### config.mk
export PLATFORM = sky130hd
export DESIGN_NAME = dev_ctrl_rst_seq
export DESIGN_NICKNAME = d
export VERILOG_FILES = /design/src/rtl/dev_ctrl_pkg.sv /design/src/rtl/rst_hold_timer.sv /design/src/rtl/drain_mon.sv /design/src/rtl/dev_ctrl_rst_seq.sv
export SDC_FILE = /design/constraint.sdc
export NUM_CORES = 1
export LEC_CHECK = 0
export BUFFER_PORTS_ARGS = -buffer_cell sky130_fd_sc_hd__buf_4
export CORE_ASPECT_RATIO = 1.75
export CORE_MARGIN = 2
export CORE_UTILIZATION = 30
export DETAILED_ROUTE_END_ITERATION = 10
export GPL_ROUTABILITY_DRIVEN = 0
export HOLD_SLACK_MARGIN = 0.08
export PLACE_DENSITY = 0.56
export REMOVE_ABC_BUFFERS = 1
export SYNTH_ARGS = -nofsm -noshare
export SYNTH_HDL_FRONTEND = slang
export SYNTH_HIERARCHICAL = 1
export SYNTH_SLANG_ARGS = --single-unit
### constraint.sdc
create_clock -name clk_i -period 2.8 [get_ports clk_i]
set_input_delay 0.42 -clock clk_i [delete_from_list [all_inputs] [get_ports clk_i]]
set_output_delay 0.42 -clock clk_i [all_outputs]
set_load 0.005 [all_outputs]
### src/rtl/dev_ctrl_pkg.sv
package dev_ctrl_pkg;
  localparam int unsigned REG_W   = 32;
  localparam int unsigned BIT_MD  = 2;
  localparam int unsigned BIT_LNK = 3;
  localparam int unsigned BIT_DEV = 26;
  localparam logic [REG_W-1:0] LIVE_MASK =
    (32'd1 << BIT_MD) | (32'd1 << BIT_LNK) | (32'd1 << BIT_DEV);

  typedef enum logic [1:0] {
    RST_NONE = 2'd0,
    RST_DEV  = 2'd1,
    RST_LINK = 2'd2
  } rst_kind_e;
endpackage

### src/rtl/rst_hold_timer.sv
module rst_hold_timer #(
  parameter int unsigned HOLD = 8
) (
  input  logic clk_i,
  input  logic rst_ni,
  input  logic start_i,
  input  logic run_i,
  output logic done_o
);
  localparam int unsigned CW = $clog2(HOLD + 1);
  localparam logic [CW-1:0] LOAD = CW'(HOLD - 1);

  logic [CW-1:0] cnt_q;

  // power-on reset starts a hold window, so reset loads the counter
  always_ff @(posedge clk_i or negedge rst_ni) begin
    if (!rst_ni)                      cnt_q <= LOAD;
    else if (start_i)                 cnt_q <= LOAD;
    else if (run_i && cnt_q != '0)    cnt_q <= cnt_q - 1'b1;
  end

  assign done_o = run_i && !start_i && (cnt_q == '0);
endmodule

### src/rtl/drain_mon.sv
module drain_mon #(
  parameter int unsigned PEND_W = 8
) (
  input  logic              clk_i,
  input  logic              rst_ni,
  input  logic              blk_i,
  input  logic [PEND_W-1:0] pend_i,
  output logic              done_o
);
  always_ff @(posedge clk_i or negedge rst_ni) begin
    if (!rst_ni) done_o <= 1'b0;
    else         done_o <= blk_i && (pend_i == '0);
  end
endmodule

### src/rtl/dev_ctrl_rst_seq.sv
module dev_ctrl_rst_seq
  import dev_ctrl_pkg::*;
#(
  parameter int unsigned RST_CYCLES = 200000,
  parameter int unsigned PEND_W     = 8
) (
  input  logic              clk_i,
  input  logic              rst_ni,
  input  logic              wr_en_i,
  input  logic [REG_W-1:0]  wr_data_i,
  output logic [REG_W-1:0]  rd_data_o,
  input  logic [PEND_W-1:0] pend_cnt_i,
  output logic              link_rst_o,
  output logic              core_rst_o,
  output logic              blk_mst_o,
  output logic              mst_en_sts_o
);
  logic      md_q, lnk_q, dev_q;
  logic      busy, wr_ok, done;
  rst_kind_e req;

  assign busy  = lnk_q || dev_q;
  assign wr_ok = wr_en_i && !busy;

  // link scope covers device scope, so it wins
  always_comb begin
    req = RST_NONE;
    if (wr_ok) begin
      if (wr_data_i[BIT_LNK])      req = RST_LINK;
      else if (wr_data_i[BIT_DEV]) req = RST_DEV;
    end
  end

  rst_hold_timer #(.HOLD(RST_CYCLES)) u_timer (
    .clk_i   (clk_i),
    .rst_ni  (rst_ni),
    .start_i (req != RST_NONE),
    .run_i   (busy),
    .done_o  (done)
  );

  always_ff @(posedge clk_i or negedge rst_ni) begin
    if (!rst_ni) begin
      md_q  <= 1'b0;
      lnk_q <= 1'b1;
      dev_q <= 1'b0;
    end else begin
      if (done) begin
        lnk_q <= 1'b0;
        dev_q <= 1'b0;
      end
      unique case (req)
        RST_LINK: begin lnk_q <= 1'b1; md_q <= 1'b0; end
        RST_DEV:  begin dev_q <= 1'b1; md_q <= 1'b0; end
        default:  if (wr_ok) md_q <= wr_data_i[BIT_MD];
      endcase
    end
  end

  drain_mon #(.PEND_W(PEND_W)) u_drain (
    .clk_i  (clk_i),
    .rst_ni (rst_ni),
    .blk_i  (md_q),
    .pend_i (pend_cnt_i),
    .done_o (mst_en_sts_o)
  );

  always_comb begin
    rd_data_o          = '0;
    rd_data_o[BIT_MD]  = md_q;
    rd_data_o[BIT_LNK] = lnk_q;
    rd_data_o[BIT_DEV] = dev_q;
  end

  assign link_rst_o = lnk_q;
  assign core_rst_o = lnk_q || dev_q;
  assign blk_mst_o  = md_q;
endmodule

Word level (Yosys, flattened, before mapping). Cells that the tools add are included.

Flip-flop bits (word level): 22. Bits of input ports: 43. Output and inout port bits: 36. Word-level logic and storage cells: 35.

Add/subtract/negate cells: 1. Equal/unequal tests: 2. Multiplexer cells: 10. Reduce and logical (&&, ||, !) cells: 17.

Operators by type and width (count): 18-bit 2-to-1 mux (2); 18-bit zero test (1); 18-bit nonzero test (1); 18-bit by 1-bit subtractor with 18-bit output (second input constant) (1); 2-bit nonzero test (5); 8-bit zero test (1); 1-bit 2-to-1 mux (6); 1-bit logical AND (5); 2-bit 2-to-1 mux (2); 2-bit by 1-bit == test with 1-bit output (second input constant) (1); 2-bit == test (second input constant) (1); 1-bit zero test (2); 2-bit OR reduction (1); 1-bit logical OR (1).

Logic depth before layout (Yosys ltp). Gate-level depths: netlist of run 1.

Depth in word-level cells: 10. Gate-level depth with buffers: 8. Mapped depth without buffers: 7.

Hierarchy. The synthesis of run 1 kept the hierarchy.

Modules (own cells, without submodules): rst_hold_timer (times used 1, cells an instance 112, area each 1076.0 µm², sequential area each 464.2 µm²); dev_ctrl_rst_seq (times used 1, cells an instance 52, area each 456.7 µm², sequential area each 76.3 µm²); drain_mon (times used 1, cells an instance 4, area each 46.3 µm², sequential area each 25.0 µm²).

Least setup slack after synthesis of run 1. Ideal clock, no wire load.

Path kind: flip-flop to flip-flop. From: reg lnk_q (netlist: link_rst_o). To: reg u_timer.cnt_q[14]. Library setup time: 78 ps. Data arrival time: 1877 ps. Required time: 2722 ps. Path slack: 845 ps. Stages on the path, launching flop included: 6. Path buffers: 0. Clock period less this slack: 1955 ps. Cells stage by stage: dfstp_2 -> or2_2 -> and4bb_2 -> nand3_1 -> or4_2 -> a21oi_1.

Longest elaborated chain between the ends: 6. Elaborated cells between the ends (all ways): 8. Classes of those cells: mux (2); reduce/logical (6).

RTL lines: start, declared (line dev_ctrl_rst_seq.sv:18) `logic md_q, lnk_q, dev_q;`; start signal, assigned (line dev_ctrl_rst_seq.sv:45) `lnk_q <= 1'b1;`; start signal, assigned (line dev_ctrl_rst_seq.sv:49) `lnk_q <= 1'b0;`; start signal, assigned (line dev_ctrl_rst_seq.sv:53) `RST_LINK: begin lnk_q <= 1'b1; md_q <= 1'b0; end`; 1-bit logical OR (*); net core_rst_o (line dev_ctrl_rst_seq.sv:14) `output logic core_rst_o,`; 1-bit zero test (line dev_ctrl_rst_seq.sv:23) `assign wr_ok = wr_en_i && !busy;`; 1-bit logical AND (line dev_ctrl_rst_seq.sv:23); 2-bit 2-to-1 mux (line dev_ctrl_rst_seq.sv:28) `if (wr_ok) begin`; 2-bit nonzero test (line dev_ctrl_rst_seq.sv:37) `.start_i (req != RST_NONE),`; 18-bit 2-to-1 mux or 2-bit nonzero test (tied branches); end signal, assigned (line rst_hold_timer.sv:19) `else if (run_i && cnt_q != '0) cnt_q <= cnt_q - 1'b1;`; end, declared (line rst_hold_timer.sv:13) `logic [CW-1:0] cnt_q;`.

The timed path passes the listed nets; every way through them passes the cells marked *. A chain may end at the register's enable or synchronous reset.

Worst setup path after layout of run 1.
From: reg lnk_q (netlist: link_rst_o). To: reg u_timer.cnt_q[14].

Longest elaborated chain between the ends: 6. Elaborated cells between the ends (all ways): 8. Classes of those cells: mux (2); reduce/logical (6).

RTL lines: 1-bit logical OR (*) (line dev_ctrl_rst_seq.sv:22) `assign busy = lnk_q || dev_q;`; 1-bit zero test (line dev_ctrl_rst_seq.sv:23); 1-bit logical AND (line dev_ctrl_rst_seq.sv:23); 2-bit 2-to-1 mux (line dev_ctrl_rst_seq.sv:28); 2-bit nonzero test (line dev_ctrl_rst_seq.sv:37); 18-bit 2-to-1 mux or 2-bit nonzero test (tied branches).

Every way passes the cells marked *; elsewhere a longest branch is shown, timed or not.

==> flow_metrics.py, run 1 <==
metrics = {
    "status": {
        "result_of_the_run": "complete, but fails checks",
        "violated_checks": "design-rule violations",
    },
    "synthesis": {
        "yosysTopAreaCellShare": 0.1997,
        "netlist_top_cells_area": "sky130_fd_sc_hd__dfstp_2 (20%), sky130_fd_sc_hd__dfrtp_1 (16%), sky130_fd_sc_hd__buf_4 (15%)",
        "yosys.area.top_type": "sky130_fd_sc_hd__dfstp_2",
        "synth_compound_gate_area_share": 0.1094,
        "synth-main-ff-cell": "sky130_fd_sc_hd__dfstp_2",
        "postSynth.asyncResetShare": 1.000,
        "synth_xor_area_frac": 0,
        "synth_warnings": 6,
        "syn_area_per_cell_um2": 9.399,
        "simple_gate_share_of_the_synthesized_area": 0.2805,
        "synth_top_family_by_area": "simple AND/OR/NAND/NOR gates",
        "sequential_cell_area_fraction_in_the_yosys_report": 0.3582,
        "synthMuxAreaShare": 0.04596,
        "syn-cell-area_um2": 1579,
        "synthesis.instances": 168,
        "number_of_enable_flip_flop_cells_after_synthesis": 0,
        "synth-seq-cells": 22,
        "synthDistinctLibCells": 49,
        "yosys.area_share.adder": 0.03170,
    },
    "power": {
        "powerDensity_nw_per_um2": 605.2,
        "finalPower_mw": 1.043,
        "cellLeakagePower_nw": 0.7372,
        "ir_worst_vdd_v": 0.0003521,
    },
    "route": {
        "wirelength_um": 3090,
        "routedWlPerCell_um": 12.77,
        "antenna_violating_nets_post_route": 0,
        "first_iter_violations": 30,
        "drtPass1Iterations": 7,
        "detailroute.via_count": 1210,
        "viasPerCell": 5.000,
        "drcViolationCount": 3,
    },
    "worst_setup_path": {
        "criticalPathCategory": "reg -> reg",
        "r2r_setup_slack_ns": 0.64,
        "timing.critical_path.arrival_ns": 2.36,
        "r2r_start": "link_rst_o",
        "timing.reg2reg.worst_path_depth": 5,
        "worst-path-max-fanout": 9,
        "crit_path_start_kind": "flop",
        "end_kind": "flop",
        "rr_endpoint": "u_timer/cnt_q[14]",
        "critPathRequiredTime_ns": 2.99,
        "worst_setup_path_startpoint": "link_rst_o",
    },
    "run": {
        "cap_violations": 0,
    },
    "layout": {
        "num-nets-final": 235,
        "final_cell_mix": "sky130_fd_sc_hd__conb_1 (29), sky130_fd_sc_hd__buf_4 (21), sky130_fd_sc_hd__dfstp_2 (12), sky130_fd_sc_hd__nor2_1 (12), sky130_fd_sc_hd__dfrtp_1 (10)",
        "fin_cells": 242,
        "final_util": 0.3334,
        "layout-drive-gt1-share": 0.2620,
        "area_growth_syn_to_layout_pct": 9.112,
        "mostFrequentLayoutCell": "sky130_fd_sc_hd__conb_1",
        "final.fill_count": 544,
        "multi_input_area_um2": 847.1,
        "num_antenna_cells": 0,
        "layout.area.seq_um2": 565.5,
    },
    "cts": {
        "ctsHoldBuffers": 1,
        "clock_latency_reported_for_the_late_side_of_the_worst_skew_pair_ns": 0.26,
        "cts-root-buf": "sky130_fd_sc_hd__clkbuf_8",
        "cts.clk_slew.worst_paths_ns": 0.08,
        "cts_inserted_buffers": 3,
        "cts_tree": "done",
        "htreeDepth": 1,
        "post_cts.repair.setup_buffers": 0,
        "number_of_sinks_driven_by_the_clock_tree": 22,
        "ctsResizeCount": 0,
        "clk_path_buf_depth": 2,
    },
    "grt": {
        "first_global_vias": 1193,
        "grt_antenna_before_repair": 0,
        "wire_length_of_the_first_global_routing_pass_um": 5140,
        "grt_start_max_net_pins": 23,
        "gr-usage-all-layers": 0.1101,
        "grt.overflow.total": 0,
    },
    "sta": {
        "grt_setup_unrepaired": "false",
        "tns_ns": 0,
        "worst_clock_skew_ns": 0.005725,
        "setup_failing_eps_final": 0,
        "layout_min_cycle_time_ns": 2.163,
        "timing_worst_slew_pin_value_ns": 0.6320,
        "slew_violations": 0,
        "final_cycle_share": 0.7727,
        "slew_headroom": 0.5748,
        "hold_viol_final": 0,
        "timing.fmax_mhz": 462.2,
    },
    "die": {
        "design.portCount": 79,
        "core_area_um2": 5167,
        "die_y_um": 99.98,
        "std_cell_rows": 35,
        "fp.dieW_um": 58.84,
        "initial_utilization": 0.3056,
        "floorplan.die_area_um2": 5883,
    },
    "placed_design": {
        "placement.io_buffers": 20,
        "post-place-cells": 237,
        "place.detailed.hpwl_um": 2413,
    },
    "worst_hold_path": {
        "holdCritPathClass": "in -> reg",
        "worst_hold_path.endpoint": "blk_mst_o",
        "worst_hold_startpoint": "wr_data_i[2]",
        "worstHoldPathCells": 3,
    },
}
==> state kept, by name, summed over array words and instances (netlist names) <==
register,count
u_timer/cnt_q,18
blk_mst_o,1
dev_q,1
u_drain/done_o,1
link_rst_o,1
==> cells in the mapped netlist, types with 5 or more instances <==
cell type	number
sky130_fd_sc_hd__buf_4	32
sky130_fd_sc_hd__dfstp_2	12
sky130_fd_sc_hd__nor2_1	12
sky130_fd_sc_hd__dfrtp_1	10
sky130_fd_sc_hd__nor4_1	7
sky130_fd_sc_hd__nand2_1	6
sky130_fd_sc_hd__nand3_1	6
sky130_fd_sc_hd__a21oi_1	5
sky130_fd_sc_hd__inv_1	5
sky130_fd_sc_hd__mux2i_1	5
sky130_fd_sc_hd__nor2b_1	5
sky130_fd_sc_hd__o21ai_0	5
==> cell families after synthesis <==
family | after synthesis
AO/OA/AOI/OAI | 25
adder cells (fa/ha/maj) | 4
flip-flops | 22
buffers and inverters | 40
AND/OR/NAND/NOR | 69
other | 1
multiplexers | 7
==> worst max-delay path, stage by stage, from the launching register on <==
cell,delay [ns]
sky130_fd_sc_hd__dfstp_2,0.60
sky130_fd_sc_hd__or2_2,0.22
sky130_fd_sc_hd__and4bb_2,0.31
sky130_fd_sc_hd__nand3_1,0.22
sky130_fd_sc_hd__or4_2,0.59
sky130_fd_sc_hd__a21oi_1,0.15
==> worst max path at each step <==
stage	end	slack, ns	depth (start not counted)
2_1_floorplan	u_timer/cnt_q[14]	0.83	5
3_3_place_gp	u_timer/cnt_q[7]	0.64	4
3_5_place_dp	u_timer/cnt_q[7]	0.65	4
4_1_cts	u_timer/cnt_q[7]	0.63	4
5_1_grt	u_timer/cnt_q[1]	0.50	4
6_report	u_timer/cnt_q[14]	0.64	5
==> final cells by class <==
cell class              instances  area share
multi-input cells             134      0.4916
well taps                      55     0.03994
clock buffers                   4     0.03195
flip-flops and latches         22      0.3283
repair buffers                 22     0.09731
inverters                       5     0.01089
==> layer usage <==
layer / vias to the layer above / GRT usage / part of all wire
met5: - / 0 / 0
met4: 0 / 0.04196 / 0.013
met3: 4 / 0.01031 / 0.048
met2: 40 / 0.2154 / 0.56
met1: 578 / 0.1141 / 0.38
li1: 588 / - / -
==> through the flow <==
step	cell area (um^2)	setup WS (ns)	hold slack, ns
final	1723	0.6366	0.4332
after global placement	1658	0.6380	0.3318
after global routing	1723	0.5046	0.4401
after detailed placement	1658	0.6488	0.3345
after floorplan	1431	0.8286	0.1244
after CTS	1723	0.6268	0.4341
==> power by group <==
| part | internal (mW) | switching (mW) |
|---|---|---|
| clock network | 0.125 | 0.105 |
| logic | 0.165 | 0.142 |
| registers | 0.414 | 0.0911 |
| total | 0.705 | 0.338 |
No activity file was read; power rests on OpenSTA's default activity.
==> inputs of run 2 (changes only) <==
==> constraint.sdc (replaced) <==
create_clock -name clk_i -period 2.05 [get_ports clk_i]
set_input_delay 0.3075 -clock clk_i [delete_from_list [all_inputs] [get_ports clk_i]]
set_output_delay 0.3075 -clock clk_i [all_outputs]
set_load 0.005 [all_outputs]
==> flow_metrics.py, run 2 (synthesized netlist as in run 1, its figures left out) <==
metrics = {
    "status": {
        "result_of_the_run": "complete, but fails checks",
        "violated_checks": "design-rule violations",
    },
    "die": {
        "initial_utilization": 0.3056,
        "floorplan.die_area_um2": 5883,
        "core_area_um2": 5167,
        "die_y_um": 99.98,
        "design.portCount": 79,
        "fp.dieW_um": 58.84,
        "std_cell_rows": 35,
    },
    "sta": {
        "slew_violations": 0,
        "worst_clock_skew_ns": 0.002636,
        "grt_setup_unrepaired": "true",
        "final_cycle_share": 0.9653,
        "hold_viol_final": 0,
        "slew_headroom": 0.6031,
        "layout_min_cycle_time_ns": 1.979,
        "setup_failing_eps_final": 0,
        "timing.fmax_mhz": 505.3,
        "tns_ns": 0,
        "timing_worst_slew_pin_value_ns": 0.5899,
    },
    "grt": {
        "grt.overflow.total": 0,
        "grt_start_max_net_pins": 23,
        "grt_antenna_before_repair": 0,
        "first_global_vias": 1205,
        "wire_length_of_the_first_global_routing_pass_um": 5230,
        "gr-usage-all-layers": 0.1124,
    },
    "worst_setup_path": {
        "criticalPathCategory": "reg -> reg",
        "timing.critical_path.arrival_ns": 2.17,
        "timing.reg2reg.worst_path_depth": 7,
        "rr_endpoint": "u_timer/cnt_q[13]",
        "end_kind": "flop",
        "r2r_setup_slack_ns": 0.07,
        "r2r_start": "u_timer/cnt_q[1]",
        "worst-path-max-fanout": 4,
        "crit_path_start_kind": "flop",
        "critPathRequiredTime_ns": 2.24,
    },
    "layout": {
        "final_design_area_no_fill_um2": 1831,
        "final_cell_mix": "sky130_fd_sc_hd__buf_4 (31), sky130_fd_sc_hd__conb_1 (29), sky130_fd_sc_hd__dfstp_2 (12), sky130_fd_sc_hd__nor2_1 (12), sky130_fd_sc_hd__dfrtp_1 (10)",
        "num_antenna_cells": 0,
        "area_growth_syn_to_layout_pct": 15.93,
        "final.fill_count": 546,
        "largest_register_ff_count": 18,
        "num-nets-final": 245,
        "regMostFlops": "u_timer/cnt_q",
        "mostFrequentLayoutCell": "sky130_fd_sc_hd__buf_4",
        "layout-drive-gt1-share": 0.3198,
    },
    "power": {
        "powerDensity_nw_per_um2": 805.9,
        "cellLeakagePower_nw": 0.7883,
        "ir_worst_vdd_v": 0.0004149,
    },
    "cts": {
        "htreeDepth": 1,
        "cts.clk_slew.worst_paths_ns": 0.08,
        "cts-root-buf": "sky130_fd_sc_hd__clkbuf_8",
        "number_of_sinks_driven_by_the_clock_tree": 22,
        "clk_path_buf_depth": 2,
        "post_cts.repair.setup_buffers": 0,
        "cts_tree": "done",
        "cts_inserted_buffers": 3,
        "clock_latency_reported_for_the_late_side_of_the_worst_skew_pair_ns": 0.26,
    },
    "run": {
        "cap_violations": 0,
    },
    "placed_design": {
        "dpl_cell_area_um2": 1733,
        "placement.io_buffers": 20,
        "place.detailed.hpwl_um": 2548,
    },
    "route": {
        "first_iter_violations": 41,
        "routedWlPerCell_um": 12.92,
        "drcViolationCount": 3,
        "detailroute.via_count": 1259,
        "viasPerCell": 4.996,
        "wirelength_um": 3257,
        "antenna_violating_nets_post_route": 0,
        "drtPass1Iterations": 7,
    },
    "worst_hold_path": {
        "worst_hold_path.endpoint": "blk_mst_o",
        "worstHoldPathCells": 3,
        "worst_hold_startpoint": "wr_data_i[2]",
        "holdCritPathClass": "in -> reg",
    },
}
[run 2: changes by cell type in the layout (fill, tap and decap cells not counted), sizes merged]
| cell | change |
|---|---|
| buf | +10 |
[run 2: per-stage QoR]
| step | util | std cells | setup WS (ns) | hold slack [ns] | power (mW) |
|---|---|---|---|---|---|
| after global routing | 0.3542 | 252 | 0.001798 | 0.3102 | 1.572 |
| after CTS | 0.3479 | 252 | 0.04884 | 0.2945 | 1.481 |
| after floorplan | - | 161 | 0.07862 | 0.01191 | 0.9361 |
| final | 0.3542 | 252 | 0.07104 | 0.3016 | 1.475 |
| after detailed placement | 0.3354 | 247 | 0.05844 | 0.2207 | 1.152 |
| after global placement | 0.3354 | 247 | 0.08463 | 0.2179 | 1.144 |
[run 2: what timing repair did]
action / 4_1_cts / 5_1_grt
endpoints found under the hold margin: 10 / 0
endpoints found under the setup margin: 0 / 9
hold buffers: 1 / 0
resized for setup: 0 / 5
[run 2: layout make-up]
class	count	area [um^2]	share of cell area
Clock buffer	4	55.05	0.03008
Tap cell	55	68.82	0.03759
Sequential cell	22	565.5	0.3090
Timing Repair Buffer	32	242.7	0.1326
Inverter	5	18.77	0.01025
Multi-Input combinational cell	134	879.6	0.4805
[run 2: critical path, stage by stage (launching register included)]
cell and delay, ns:
sky130_fd_sc_hd__dfstp_2 0.57, sky130_fd_sc_hd__inv_1 0.05, sky130_fd_sc_hd__ha_1 0.22, sky130_fd_sc_hd__and4_1 0.17
sky130_fd_sc_hd__buf_4 0.14, sky130_fd_sc_hd__buf_4 0.14, sky130_fd_sc_hd__or4_1 0.47, sky130_fd_sc_hd__a21oi_1 0.16
[run 2: how the worst max path moves through the flow]
stage | start | endpoint
2_1_floorplan | link_rst_o | u_timer/cnt_q[14]
3_3_place_gp | u_timer/cnt_q[1] | u_timer/cnt_q[13]
3_5_place_dp | u_timer/cnt_q[0] | u_timer/cnt_q[15]
4_1_cts | u_timer/cnt_q[14] | u_timer/cnt_q[7]
5_1_grt | u_timer/cnt_q[1] | u_timer/cnt_q[13]
6_report | u_timer/cnt_q[1] | u_timer/cnt_q[13]
[run 2: power by group]
group	leakage, nW	total (mW)	switching (mW)	internal, mW
logic	0.498	0.481	0.218	0.264
clock network	0.0288	0.315	0.143	0.171
registers	0.262	0.679	0.115	0.564
[run 2: layer usage]
metal	global-route usage	vias to the layer above	routed length, um
met5	0	-	0
met4	0.02797	0	8
met3	0.01675	2	158
met2	0.2248	44	1878
met1	0.1146	603	1211
li1	-	610	-
==> inputs of run 3 (changes only) <==
--- a/config.mk
+++ b/config.mk
@@ -5,15 +5,16 @@
 export SDC_FILE = /design/constraint.sdc
 export NUM_CORES = 1
 export LEC_CHECK = 0
-export BUFFER_PORTS_ARGS = -buffer_cell sky130_fd_sc_hd__buf_4
 export CORE_ASPECT_RATIO = 1.75
 export CORE_MARGIN = 2
 export CORE_UTILIZATION = 30
 export DETAILED_ROUTE_END_ITERATION = 10
+export DONT_BUFFER_PORTS = 1
 export GPL_ROUTABILITY_DRIVEN = 0
 export HOLD_SLACK_MARGIN = 0.08
-export PLACE_DENSITY = 0.56
+export PLACE_DENSITY = 0.44
 export REMOVE_ABC_BUFFERS = 1
+export SLEW_MARGIN = 10
 export SYNTH_ARGS = -nofsm -noshare
 export SYNTH_HDL_FRONTEND = slang
 export SYNTH_HIERARCHICAL = 1
==> flow_metrics.py, run 3 (synthesized netlist as in run 1, its figures left out) <==
metrics = {
    "route": {
        "first_iter_violations": 34,
        "drtPass1Iterations": 4,
        "length_of_routed_met3_wiring_um": 125,
        "met2WireLength_um": 2130,
        "drcViolationCount": 0,
        "antenna_violating_nets_post_route": 0,
        "dr.max_layer_used": "met4",
        "routed_metal_1_wirelength_um": 1233,
        "wirelength_um": 3530,
        "routedWlPerCell_um": 15.02,
        "detailroute.via_count": 1215,
        "viasPerCell": 5.170,
    },
    "status": {
        "result_of_the_run": "finished clean",
    },
    "worst_setup_path": {
        "worst-path-buf-inv": 0,
        "critPathSlowestCell": "sky130_fd_sc_hd__or4_4",
        "crit_path_start_kind": "flop",
        "worst-path-max-fanout": 4,
        "critPathRequiredTime_ns": 2.26,
        "slowest_delay_ns": 0.58,
        "timing.critical_path.max_delay_family": "simple AND/OR/NAND/NOR gates",
        "timing.critical_path.arrival_ns": 2.18,
        "cell_count_along_the_critical_path": 4,
        "end_kind": "flop",
        "criticalPathCategory": "reg -> reg",
        "timing.reg2reg.worst_path_depth": 4,
        "critical_path_cell_by_cell": "or4_4 -> or3_4 -> or4_1 -> nand3_1",
    },
    "sta": {
        "final_cycle_share": 0.9636,
        "timing_worst_slew_pin_value_ns": 1.072,
        "worst_clock_skew_ns": 0.006414,
        "setup_failing_eps_final": 0,
        "layout_min_cycle_time_ns": 1.975,
        "timing.final.ws_setup_ns": 0.07465,
        "smallest_hold_slack_ns": 0.1855,
        "hold_viol_final": 0,
        "slew_headroom": 0.2828,
        "timing.fmax_mhz": 506.2,
        "tns_ns": 0,
        "slew_violations": 0,
        "grt_setup_unrepaired": "false",
    },
    "grt": {
        "grt.overflow.total": 0,
        "grt_antenna_before_repair": 0,
        "grt_start_max_net_pins": 23,
        "first_global_vias": 1245,
        "gr-usage-all-layers": 0.1253,
        "wire_length_of_the_first_global_routing_pass_um": 5789,
    },
    "layout": {
        "num_antenna_cells": 0,
        "layout-drive-gt1-share": 0.2556,
        "final_design_area_no_fill_um2": 1688,
        "fin_cells": 235,
        "num-nets-final": 228,
        "final.fill_count": 572,
        "regMostFlops": "u_timer/cnt_q",
        "mostFrequentLayoutCell": "sky130_fd_sc_hd__conb_1",
        "final_cell_mix": "sky130_fd_sc_hd__conb_1 (29), sky130_fd_sc_hd__buf_4 (14), sky130_fd_sc_hd__dfstp_2 (12), sky130_fd_sc_hd__nor2_1 (12), sky130_fd_sc_hd__dfrtp_1 (10)",
        "area_growth_syn_to_layout_pct": 6.894,
        "largest_register_ff_count": 18,
    },
    "cts": {
        "cts.clk_slew.worst_paths_ns": 0.09,
        "htreeDepth": 1,
        "cts_tree": "done",
        "cts_inserted_buffers": 3,
        "clk_path_buf_depth": 2,
        "number_of_sinks_driven_by_the_clock_tree": 22,
        "cts-root-buf": "sky130_fd_sc_hd__clkbuf_8",
        "clock_latency_reported_for_the_late_side_of_the_worst_skew_pair_ns": 0.26,
    },
    "power": {
        "power.clock.fraction": 0.209,
        "switchingPower_mw": 0.4634,
        "switching_share": 0.3400,
        "cellLeakagePower_nw": 0.6902,
        "comb_power_share": 0.286,
        "powerDensity_nw_per_um2": 807.5,
        "ir_worst_vdd_v": 0.0005760,
        "intPower_mw": 0.8996,
        "seqPwrFrac": 0.505,
    },
    "placed_design": {
        "placement.io_buffers": 0,
        "dpl_cell_area_um2": 1598,
        "place_ws_ns": 0.03308,
        "post-place-cells": 229,
        "place.detailed.hpwl_um": 2742,
    },
    "run": {
        "cap_violations": 0,
    },
    "worst_hold_path": {
        "holdCritPathClass": "in -> reg",
        "worstHoldPathCells": 2,
    },
    "die": {
        "die_y_um": 99.98,
        "initial_utilization": 0.3056,
        "core_area_um2": 5167,
        "design.portCount": 79,
        "std_cell_rows": 35,
        "fp.dieW_um": 58.84,
        "floorplan.die_area_um2": 5883,
    },
}
[run 3: changes by cell type in the layout (fill, tap and decap cells not counted), sizes merged]
cell	delta
clkinvlp	+1
inv	-1
buf	-17
[run 3: area by class of cell]
type                    instances  area (um^2)  share of cell area
flip-flops and latches         22        565.5              0.3351
multi-input cells             134        870.8              0.5159
repair buffers                 15        115.1             0.06820
clock buffers                   4        45.04             0.02669
inverters                       5        22.52             0.01334
well taps                      55        68.82             0.04077
[run 3: final timing paths]
kind | slack (ns) | from | endpoint
hold reg to reg | 0.54 | u_timer/cnt_q[17] | u_timer/cnt_q[17]
max in group asynchronous | 0.72 | rst_ni | u_timer/cnt_q[13]
hold / removal | 0.19 | wr_data_i[2] | blk_mst_o
setup / recovery | 0.07 | u_timer/cnt_q[13] | u_timer/cnt_q[16]
setup reg to reg | 0.07 | u_timer/cnt_q[13] | u_timer/cnt_q[16]
min in group asynchronous | 0.69 | rst_ni | u_timer/cnt_q[14]
[run 3: metrics by stage]
| step | total power, mW | util |
|---|---|---|
| 2_1_floorplan | 0.9361 | - |
| 3_3_place_gp | 1.043 | 0.3092 |
| 3_5_place_dp | 1.066 | 0.3092 |
| 4_1_cts | 1.372 | 0.3199 |
| 5_1_grt | 1.460 | 0.3266 |
| 6_report | 1.363 | 0.3266 |
[run 3: metal layers]
| layer | vias to the layer above | GRT usage |
|---|---|---|
| met5 | - | 0 |
| met4 | 0 | 0.03322 |
| met3 | 5 | 0.01675 |
| met2 | 33 | 0.2444 |
| met1 | 602 | 0.1338 |
| li1 | 575 | - |
[run 3: power by group through the flow]
stage	Sequential [mW]	Clock, mW	Combinational [mW]
floorplan	0.667	0	0.269
global placement	0.688	0	0.355
detailed placement	0.691	0	0.375
CTS	0.687	0.296	0.389
global route	0.705	0.309	0.447
finish	0.688	0.285	0.390
[run 3: timing repair]
action / in CTS / in global routing
hold endpoints to repair: 22 / 0
endpoints found under the setup margin: 0 / 9
gates resized for setup: 0 / 6
setup buffers: 0 / 1
hold buffers: 1 / 0
